File: src/rtl/xtalk_pkg.sv
package xtalk_pkg;
  localparam int CLS_W = 3;

  typedef logic [CLS_W-1:0] cls_t;

  // Transition of one wire between two words.
  typedef struct packed {
    logic up;
    logic dn;
  } trans_t;

  function automatic trans_t edge_of(input logic was, input logic now);
    trans_t t;
    t.up = !was && now;
    t.dn = was && !now;
    return t;
  endfunction

  // True when the two wires switch in opposite directions.
  function automatic logic opposite(input trans_t a, input trans_t b);
    return (a.up && b.dn) || (a.dn && b.up);
  endfunction

  // Coupling cost between a wire and one neighbour: 0, 1 or 2.
  function automatic logic [1:0] side_cost(input trans_t a, input trans_t b);
    if (a == b)
      return 2'd0;
    else if (opposite(a, b))
      return 2'd2;
    else
      return 2'd1;
  endfunction
endpackage

File: src/rtl/xtalk_wire_score.sv
module xtalk_wire_score
  import xtalk_pkg::*;
#(
  parameter bit HAS_LEFT  = 1'b1,
  parameter bit HAS_RIGHT = 1'b1
) (
  input  trans_t self_tr,
  input  trans_t left_tr,
  input  trans_t right_tr,
  output cls_t   cls,
  output logic   opp_right
);
  logic [1:0] raw_l, raw_r;
  logic [1:0] term_l, term_r;

  assign raw_l = side_cost(self_tr, left_tr);
  assign raw_r = side_cost(self_tr, right_tr);

  // A missing neighbour contributes nothing.
  assign term_l = HAS_LEFT  ? raw_l : 2'd0;
  assign term_r = HAS_RIGHT ? raw_r : 2'd0;

  assign cls       = cls_t'(term_l) + cls_t'(term_r);
  assign opp_right = HAS_RIGHT ? opposite(self_tr, right_tr) : 1'b0;
endmodule

File: src/rtl/xtalk_max_reduce.sv
module xtalk_max_reduce
  import xtalk_pkg::*;
#(
  parameter int N = 8
) (
  input  logic [CLS_W*N-1:0] fields,
  output cls_t               peak
);
  always_comb begin
    peak = '0;
    for (int k = 0; k < N; k++) begin
      if (fields[k*CLS_W +: CLS_W] > peak)
        peak = fields[k*CLS_W +: CLS_W];
    end
  end
endmodule

File: src/rtl/xtalk_class_mon.sv
module xtalk_class_mon
  import xtalk_pkg::*;
#(
  parameter int BUS_W = 8
) (
  input  logic                   clk,
  input  logic                   rst,
  input  logic [BUS_W-1:0]       bus_word,
  input  logic                   bus_valid,
  output logic [CLS_W*BUS_W-1:0] wire_class,
  output logic [CLS_W-1:0]       max_class,
  output logic                   fbd_flag
);
  localparam int VEC_W = CLS_W * BUS_W;

  logic [BUS_W-1:0] prev_q;
  logic             primed_q;
  trans_t           tr [BUS_W];
  logic [VEC_W-1:0] cls_nxt;
  logic [BUS_W-1:0] opp_vec;
  cls_t             max_nxt;

  always_comb begin
    for (int j = 0; j < BUS_W; j++)
      tr[j] = edge_of(prev_q[j], bus_word[j]);
  end

  for (genvar g = 0; g < BUS_W; g++) begin : g_wire
    trans_t lt, rt;
    if (g == 0) begin : g_lo
      assign lt = '0;
    end else begin : g_lo
      assign lt = tr[g-1];
    end
    if (g == BUS_W - 1) begin : g_hi
      assign rt = '0;
    end else begin : g_hi
      assign rt = tr[g+1];
    end

    xtalk_wire_score #(
      .HAS_LEFT  (g != 0),
      .HAS_RIGHT (g != BUS_W - 1)
    ) u_score (
      .self_tr   (tr[g]),
      .left_tr   (lt),
      .right_tr  (rt),
      .cls       (cls_nxt[g*CLS_W +: CLS_W]),
      .opp_right (opp_vec[g])
    );
  end

  xtalk_max_reduce #(.N(BUS_W)) u_max (
    .fields (cls_nxt),
    .peak   (max_nxt)
  );

  always_ff @(posedge clk) begin
    if (rst) begin
      prev_q     <= '0;
      primed_q   <= 1'b0;
      wire_class <= '0;
      max_class  <= '0;
      fbd_flag   <= 1'b0;
    end else if (bus_valid) begin
      prev_q   <= bus_word;
      primed_q <= 1'b1;
      if (primed_q) begin
        wire_class <= cls_nxt;
        max_class  <= max_nxt;
        fbd_flag   <= |opp_vec;
      end
    end
  end
endmodule

File: config.mk
export PLATFORM = sky130hd
export DESIGN_NAME = xtalk_class_mon
export DESIGN_NICKNAME = d
export VERILOG_FILES = /design/src/rtl/xtalk_pkg.sv /design/src/rtl/xtalk_wire_score.sv /design/src/rtl/xtalk_max_reduce.sv /design/src/rtl/xtalk_class_mon.sv
export SDC_FILE = /design/constraint.sdc
export NUM_CORES = 1
export LEC_CHECK = 0
export BUFFER_PORTS_ARGS = -buffer_cell sky130_fd_sc_hd__buf_2
export CORE_MARGIN = 4
export CORE_UTILIZATION = 30
export CTS_BUF_LIST = sky130_fd_sc_hd__clkbuf_4 sky130_fd_sc_hd__clkbuf_8 sky130_fd_sc_hd__clkbuf_16
export DETAILED_ROUTE_END_ITERATION = 12
export PLACE_DENSITY_LB_ADDON = 0.05
export SYNTH_ARGS = -nofsm -noshare
export SYNTH_HDL_FRONTEND = slang
export SYNTH_SLANG_ARGS = --single-unit
File: constraint.sdc
create_clock -name clk -period 10.72 [get_ports clk]
set_clock_uncertainty 0.15 [all_clocks]
set_input_delay 1.072 -clock clk [delete_from_list [all_inputs] [get_ports clk]]
set_output_delay 1.072 -clock clk [all_outputs]
set_load 0.01 [all_outputs]
==> results.toml <==
[final_layout]
diodes = 0
final_nets = 387
final_layout_size_suffix_gt1_frac = 0.198
finalNonFillerCells = 453
fillers = 919
area_growth_pct = 16.8

[die]
die_x_um = 101
start_util = 0.313
dieArea_mm2 = 0.0103
rows = 33
ios = 39
die_y_um = 101
coreArea_mm2 = 0.00834

[clock_tree]
clock_sinks = 35
hold_buffers = 0
cts_tree = "built"
clock_latency_ns = 0.29
ctsLongestPathBuffers = 2
cts_root_buf = "clkbuf_8"
path_clk_slew_ns = 0.08
htreeDepth = 2
cts_buffers = 5

[synthesis]
synth-edff-count = 0
synth_cells = 312
synth_cell_type_count = 53
yosysSeqAreaShare = 0.269
synth_most_common_cell = "nand2_1"
syn_area_per_cell_um2 = 8.36
synth_area_leaders = "dfxtp_1 (27%), ha_1 (12%), nand2_1 (6.8%)"
synth_ff_type = "dfxtp_1"
yosys-top-cells-count = "nand2_1 (47), dfxtp_1 (35), nor2_1 (32)"
netlist_area_mm2 = 0.00261
synth_largest_area_cell = "dfxtp_1"
synthArstFlopShare = 0
synth_seq_cells = 35
synth_top_area_frac = 0.269
ys.warnings.count = 0

[sta]
period_share = 0.923
tightestPinTransition_ns = 0.738
final_hold_viol_count = 0
setup_viol = 0
min_period_ns = 9.89
slew_violations = 0
fmax_mhz = 101
maxSlewHeadroom = 0.507

[critical_path]
critPathSlowestCell = "o41ai_4"
worst_ep_arrival_time_ns = 9.96
cpMostUsedCell = "ha_1"
endpoint_kind = "register"
max_stage_delay_ns = 0.49
critPathLaunchType = "input pin"
crit_path_max_fanout = 7
cp_data_required_time_ns = 10.79
critical_path.top_delay_family = "compound AO/OA/AOI/OAI gates"
critPathKind = "input pin to register"
crit_buf_inv = 3

[route]
drt_iter0_drc = 69
wl_per_cell_um = 14.6
vias = 2212
drt-total-wl_mm = 6.63
drc = 0
vias_per_cell = 4.88
drtPass1Iterations = 4
detail-route-antenna-nets = 0

[global_route]
grt_max_degree = 36
overflow = 0
use_met3 = 0.0227
grt_usage = 0.136
grt_pass1_wl_mm = 11.1
grt_use_met1 = 0.168
met2_usage = 0.243
grt_pass1_vias = 2235
antenna_found_initial = 0
busiest_layer = "met2"

[placed_design]
placedCellCount = 445
portBuffers = 36
place.gp.congestion = 0.829
hpwl_mm = 5.11

[outcome]
status = "completed"

[run]
maxCapViolations = 0

[min_path]
hold_path_class = "register to register"
[state kept, by name, summed over array words and instances, names as in the netlist]
name and cells:
max_class 3, wire_class 22, fbd_flag 1, prev_q 8, primed_q 1
[path summary, 6_finish.rpt]
| kind | endpoint | startpoint | slack, ns | cells past startpoint |
|---|---|---|---|---|
| hold reg to reg | wire_class[20] | wire_class[20] | 0.30 | 2 |
| setup / recovery | max_class[1] | bus_word[3] | 0.83 | 42 |
| setup reg to reg | max_class[1] | prev_q[2] | 1.30 | 38 |
| hold / removal | wire_class[20] | wire_class[20] | 0.30 | 2 |
[what timing repair did]
action / in CTS / in global routing
endpoints found under the setup margin: 0 / 2
resized for setup: 0 / 4
setup buffers: 0 / 0
[metrics by stage]
step                hold WS (ns)   util  TNS [ns]  area (µm²)  setup WS (ns)
finish                     0.305  0.365         0        3050          0.828
global route               0.324  0.365   -0.0534        3050        -0.0534
CTS                        0.306  0.362         0        3020          0.689
detailed placement         0.294  0.348         0        2900          0.405
global placement           0.293  0.348         0        2900          0.507
floorplan                  0.299      -         0        2610           1.16
[layout by cell type, fill, tap and decap left out, drive strengths merged, types with 2 or more instances in the layout]
cell type / instances
nor2b: 8
buf: 41
and4bb: 3
and2b: 2
and2: 5
nor4b: 2
mux2i: 11
xor2: 4
o211ai: 4
o31ai: 3
mux2: 4
o22ai: 2
a31oi: 3
a211oi: 7
conb: 2
a221oi: 3
nor3: 4
nor2: 32
o21ai: 6
dfxtp: 35
nand3: 3
inv: 12
fa: 4
o22a: 2
nand2: 47
nand3b: 3
nor3b: 2
nand2b: 11
ha: 25
xnor2: 9
o21a: 6
a21oi: 23
or4b: 2
clkbuf: 6
a32oi: 3
[worst register-to-register path: cells and delay by family, from the launching register on]
family	cells	cell delay [ns]
simple gates	12	2.20
mux	3	1.12
compound gates	15	3.44
fa+ha+maj	7	1.80
xor+xnor	1	0.16
flops	1	0.47
[area by class of cell]
class	count	area [µm²]	share of cell area
multi-input cells	252	1840	0.602
well taps	105	131	0.0431
repair buffers	41	218	0.0714
flip-flops and latches	35	701	0.230
clock inverters	2	35.0	0.0115
clock buffers	6	82.6	0.0271
inverters	12	45.0	0.0148
[cells by family (layout without fill, tap and decap cells)]
logic type | count (synthesis) | count (layout) | share of synthesized area
flip-flops | 35 | 35 | 0.269
AND/OR/NAND/NOR | 127 | 127 | 0.243
XOR/XNOR | 13 | 13 | 0.0436
AO/OA/AOI/OAI | 66 | 66 | 0.189
other | 1 | 2 | 0.00144
buffers and inverters | 26 | 61 | 0.0412
adder cells (fa/ha/maj) | 29 | 29 | 0.151
multiplexers | 15 | 15 | 0.0623
[per-layer routing]
metal | wire (µm) | vias to the layer above
met2 | 3310 | 22
met1 | 3100 | 1024
met5 | 0 | -
met3 | 154 | 6
met4 | 76 | 0
li1 | - | 1160
Power is not shown: default switching activity piles up to over one toggle a cycle in this logic, so the estimate is an artifact.
